==> src/rtl/addr_latch_pkg.sv <==
package addr_latch_pkg;

   typedef enum logic [1:0] {
      MODE_LOAD  = 2'd0,
      MODE_KEEP  = 2'd1,
      MODE_DEMUX = 2'd2,
      MODE_WIPE  = 2'd3
   } op_mode_t;

   localparam int unsigned MAX_ADDR_W = 6;

endpackage

==> src/rtl/addr_latch_mode.sv <==
module addr_latch_mode
   import addr_latch_pkg::*;
(
   input  logic     clr_n,
   input  logic     wr_en_n,
   output op_mode_t mode
);

   always_comb begin
      unique case ({clr_n, wr_en_n})
         2'b10:   mode = MODE_LOAD;
         2'b11:   mode = MODE_KEEP;
         2'b00:   mode = MODE_DEMUX;
         default: mode = MODE_WIPE;
      endcase
   end

endmodule

==> src/rtl/addr_latch_decode.sv <==
module addr_latch_decode #(
   parameter int unsigned ADDR_W      = 3,
   parameter bit          SHIFT_STYLE = 1'b1,
   localparam int unsigned NUM_BITS   = 1 << ADDR_W
) (
   input  logic [ADDR_W-1:0]   sel,
   output logic [NUM_BITS-1:0] hit
);

   generate
      if (SHIFT_STYLE) begin : g_shift
         assign hit = NUM_BITS'(1) << sel;
      end else begin : g_compare
         for (genvar i = 0; i < NUM_BITS; i++) begin : g_bit
            assign hit[i] = (sel == ADDR_W'(i));
         end
      end
   endgenerate

endmodule

==> src/rtl/addr_latch_cell.sv <==
module addr_latch_cell
   import addr_latch_pkg::*;
(
   input  logic     clk,
   input  logic     rst,
   input  op_mode_t mode,
   input  logic     hit,
   input  logic     din,
   output logic     q
);

   logic q_next;

   always_comb begin
      q_next = q;
      unique case (mode)
         MODE_LOAD:  if (hit) q_next = din;
         MODE_KEEP:  q_next = q;
         MODE_DEMUX: q_next = hit & din;
         MODE_WIPE:  q_next = 1'b0;
         default:    q_next = q;
      endcase
   end

   always_ff @(posedge clk) begin
      if (rst) q <= 1'b0;
      else     q <= q_next;
   end

endmodule

==> src/rtl/addr_latch_bank.sv <==
module addr_latch_bank
   import addr_latch_pkg::*;
#(
   parameter int unsigned ADDR_W      = 3,
   parameter bit          SHIFT_STYLE = 1'b1,
   localparam int unsigned NUM_BITS   = 1 << ADDR_W
) (
   input  logic                clk,
   input  logic                rst,
   input  logic                din,
   input  logic [ADDR_W-1:0]   sel,
   input  logic                wr_en_n,
   input  logic                clr_n,
   output logic [NUM_BITS-1:0] q
);

   generate
      if (ADDR_W < 1 || ADDR_W > MAX_ADDR_W) begin : g_bad_width
         $error("addr_latch_bank: ADDR_W out of supported range");
      end
   endgenerate

   op_mode_t            mode;
   logic [NUM_BITS-1:0] hit;

   addr_latch_mode mode_i (
      .clr_n   (clr_n),
      .wr_en_n (wr_en_n),
      .mode    (mode)
   );

   addr_latch_decode #(
      .ADDR_W      (ADDR_W),
      .SHIFT_STYLE (SHIFT_STYLE)
   ) dec_i (
      .sel (sel),
      .hit (hit)
   );

   generate
      for (genvar i = 0; i < NUM_BITS; i++) begin : g_cell
         addr_latch_cell cell_i (
            .clk  (clk),
            .rst  (rst),
            .mode (mode),
            .hit  (hit[i]),
            .din  (din),
            .q    (q[i])
         );
      end
   endgenerate

endmodule

==> config.mk <==
export PLATFORM = sky130hd
export DESIGN_NAME = addr_latch_bank
export DESIGN_NICKNAME = d
export VERILOG_FILES = /design/src/rtl/addr_latch_pkg.sv /design/src/rtl/addr_latch_mode.sv /design/src/rtl/addr_latch_decode.sv /design/src/rtl/addr_latch_cell.sv /design/src/rtl/addr_latch_bank.sv
export SDC_FILE = /design/constraint.sdc
export NUM_CORES = 1
export LEC_CHECK = 0
export BUFFER_PORTS_ARGS = -buffer_cell sky130_fd_sc_hd__buf_2
export CORE_AREA = 2 2 39 41
export DETAILED_ROUTE_END_ITERATION = 10
export DIE_AREA = 0 0 41 43
export PLACE_DENSITY = 0.63
export SYNTH_ARGS = -nofsm -noshare
export SYNTH_HDL_FRONTEND = slang
export SYNTH_SLANG_ARGS = --single-unit
==> constraint.sdc <==
create_clock -name clk -period 1.2 [get_ports clk]
set_clock_uncertainty 0.2 [all_clocks]
set_input_delay 0.06 -clock clk [delete_from_list [all_inputs] [get_ports clk]]
set_output_delay 0.06 -clock clk [all_outputs]
set_load 0.05 [all_outputs]
==> flow_summary.json <==
{
  "nNetsFinal": 64,
  "numCtsBuffers": 3,
  "antenna_found_initial": 0,
  "avgSynthCellArea_sq_um": 10.6,
  "synth_top_area_frac": 0.353,
  "antennaDiodeCount": 0,
  "cts_root_buf": "clkbuf_4",
  "postCtsSetupBuffers": 0,
  "path_depth": 4,
  "maxSlewHeadroom": 0.753,
  "multi_input_area_sq_um": 225,
  "wl_microns": 817,
  "r2r_setup_slack_ns": 0.41,
  "path_max_fanout": 8,
  "rows": 14,
  "hp-class": "in2reg",
  "report.final.setup_viol": 0,
  "drcViolationCount": 0,
  "critPathArrivalTime_ns": 1.08,
  "largest_register_ffs": 8,
  "ios": 16,
  "fp.dieH_microns": 43,
  "cp.required_ns": 1.12,
  "layout_min_cycle_time_ns": 1.16,
  "gp_congestion": 0.694,
  "regArea_sq_um": 160,
  "insertion_delay_ns": 0.25,
  "fmax_ghz": 0.863,
  "whs_endpoint": "g_cell[0].cell_i.q$_SDFFE_PP0P_",
  "crit_family": "buffers and inverters",
  "grt_pass1_wl_mm": 1.24,
  "peakVddDrop_mv": 0.637,
  "cap_viol_max_count": 0,
  "synth_area_sq_um": 454,
  "numClockSinks": 8,
  "worstPathCellList": "buf_2 > nand4b_1 > dlygate4sd3_1 > mux2i_1",
  "grt_pass1_vias": 290,
  "hold_depth": 3,
  "core_area_sq_um": 1380,
  "final_area_sq_um": 533,
  "reg2reg_from": "g_cell[4].cell_i.q$_SDFFE_PP0P_",
  "reg2regPathDepth": 2,
  "io_buffers": 15,
  "initial_utilization": 0.328,
  "wl_per_cell_microns": 11.7,
  "drtAntennaViolNets": 0,
  "vias_per_cell": 4.86,
  "cp_slowest_cell": "dlygate4sd3_1",
  "via_count": 340,
  "track_usage": 0.112,
  "place_area_sq_um": 480,
  "clock_path_buffers": 2,
  "crit_type": "in2reg",
  "fill_cells": 153,
  "critPathCaptureType": "flip-flop",
  "whs_ns": -0.0207,
  "power_leakage_uw": 0.000218,
  "slowest_delay_ns": 0.59,
  "clkTransAtPathRegs_ns": 0.06,
  "yosysSeqAreaShare": 0.353,
  "drive_gt1_frac": 0.370,
  "path_buf_inv": 2,
  "violations": "negative hold slack",
  "drt-pass1-iter-count": 1,
  "synth_area_leaders": "dfxtp_1 35%, mux2i_1 18%, buf_4 13%",
  "rsz0062_at_grt": "false",
  "reg.largest.list": "g_cell.cell_i.q: 8 flops",
  "dieWidth_microns": 41,
  "regMostFlops": "g_cell.cell_i.q",
  "r2r-end": "g_cell[4].cell_i.q$_SDFFE_PP0P_",
  "powerDensity_nw_per_um2": 1040,
  "finalHoldViolations": 4,
  "syn_nets": 51,
  "post-route-period-util": 0.966,
  "yosysWarnings": 0,
  "tightest_slew_ns": 0.365,
  "cts_tree": "done",
  "status": "finished with violations",
  "grt_max_degree": 9,
  "drv_slew": 0,
  "htreeDepth": 1,
  "synth_cells": 43,
  "synth_cell_type_count": 12,
  "hold_buffers": 3,
  "worstSetupStartpointType": "input pin",
  "min-delay-start": "wr_en_n",
  "syn2layout_area_growth_pct": 17.4,
  "fp.dieArea_sq_um": 1760,
  "grt.overflow.total": 0,
  "yosysTopAreaCell": "dfxtp_1",
  "drtIter0Drc": 0,
  "tns_ns": 0,
  "ys_seq_elements": 8
}
==> routing by layer <==
layer	vias up	track usage	wire (microns)
li1	175	-	-
met1	151	0.149	411
met3	4	0.0314	51
met5	-	0	0
met2	10	0.128	320
met4	0	0.120	34
==> how the worst max path moves through the flow <==
| stage | from | end | slack (ns) |
|---|---|---|---|
| after global routing | wr_en_n | g_cell[7].cell_i.q$_SDFFE_PP0P_ | 0.0004 |
| after floorplan | sel[2] | g_cell[1].cell_i.q$_SDFFE_PP0P_ | 0.33 |
| after detailed placement | sel[1] | g_cell[4].cell_i.q$_SDFFE_PP0P_ | 0.10 |
| after CTS | rst | g_cell[7].cell_i.q$_SDFFE_PP0P_ | 0.06 |
| final | wr_en_n | g_cell[7].cell_i.q$_SDFFE_PP0P_ | 0.04 |
| after global placement | sel[2] | g_cell[2].cell_i.q$_SDFFE_PP0P_ | 0.11 |
==> power breakdown <==
part           internal, uW  total, uW  switching (uW)
combinational          33.2       76.9            43.7
sequential              270        271            1.69
clock                   114        205            90.7
total                   417        553             136
==> stage by stage <==
| stage | setup WS, ns | hold WS (ns) | total power [uW] | utilization | cells |
|---|---|---|---|---|---|
| 6_report | 0.0412 | -0.0207 | 553 | 0.385 | 70 |
| 4_1_cts | 0.0558 | -0.0372 | 569 | 0.385 | 70 |
| 3_5_place_dp | 0.105 | 0.216 | 348 | 0.347 | 64 |
| 3_3_place_gp | 0.114 | 0.217 | 348 | 0.347 | 64 |
| 5_1_grt | 0.000420 | -0.00553 | 589 | 0.385 | 70 |
| 2_1_floorplan | 0.334 | 0.0450 | 324 | - | 43 |
==> kinds of logic after synthesis <==
| kind of cell | Yosys count | synth area share |
|---|---|---|
| multiplexers | 8 | 0.176 |
| buffers and inverters | 10 | 0.152 |
| flip-flops | 8 | 0.353 |
| AND/OR/NAND/NOR | 17 | 0.320 |
==> synth_stat cells <==
cell	count
mux2i_1	8
nor4b_1	3
and4bb_1	1
dfxtp_1	8
buf_4	8
nand2b_1	1
nand3b_1	8
nor4_1	1
buf_1	1
clkbuf_2	1
nand4b_1	1
and4bb_2	2
==> cell type report <==
| type | instances | share of cell area |
|---|---|---|
| Timing Repair Buffer | 18 | 0.197 |
| Sequential cell | 8 | 0.300 |
| Multi-Input combinational cell | 25 | 0.423 |
| Clock buffer | 3 | 0.0423 |
| Tap cell | 16 | 0.0376 |
==> worst min-delay path: cells and delay by family <==
family	cells	cell delay, ns
AND/OR/NAND/NOR	1	0.07
buffers and inverters	1	0.14
multiplexers	1	0.11
==> repair_timing <==
action	4_1_cts	5_1_grt
hold endpoints to repair	8	2
resized for setup	0	0
setup endpoints to repair	0	0
==> layout by cell type (no fill, tap or decap) <==
master	synthesis	routed
nand4b_1	1	1
nor4_1	1	1
mux2i_1	8	8
nand2b_1	1	1
nor4b_1	3	3
and4bb_1	1	1
buf_2	0	15
dfxtp_1	8	8
nand3b_1	8	8
clkbuf_4	0	3
dlygate4sd3_1	0	3
and4bb_2	2	2
No activity file was read; power rests on OpenSTA's default activity.
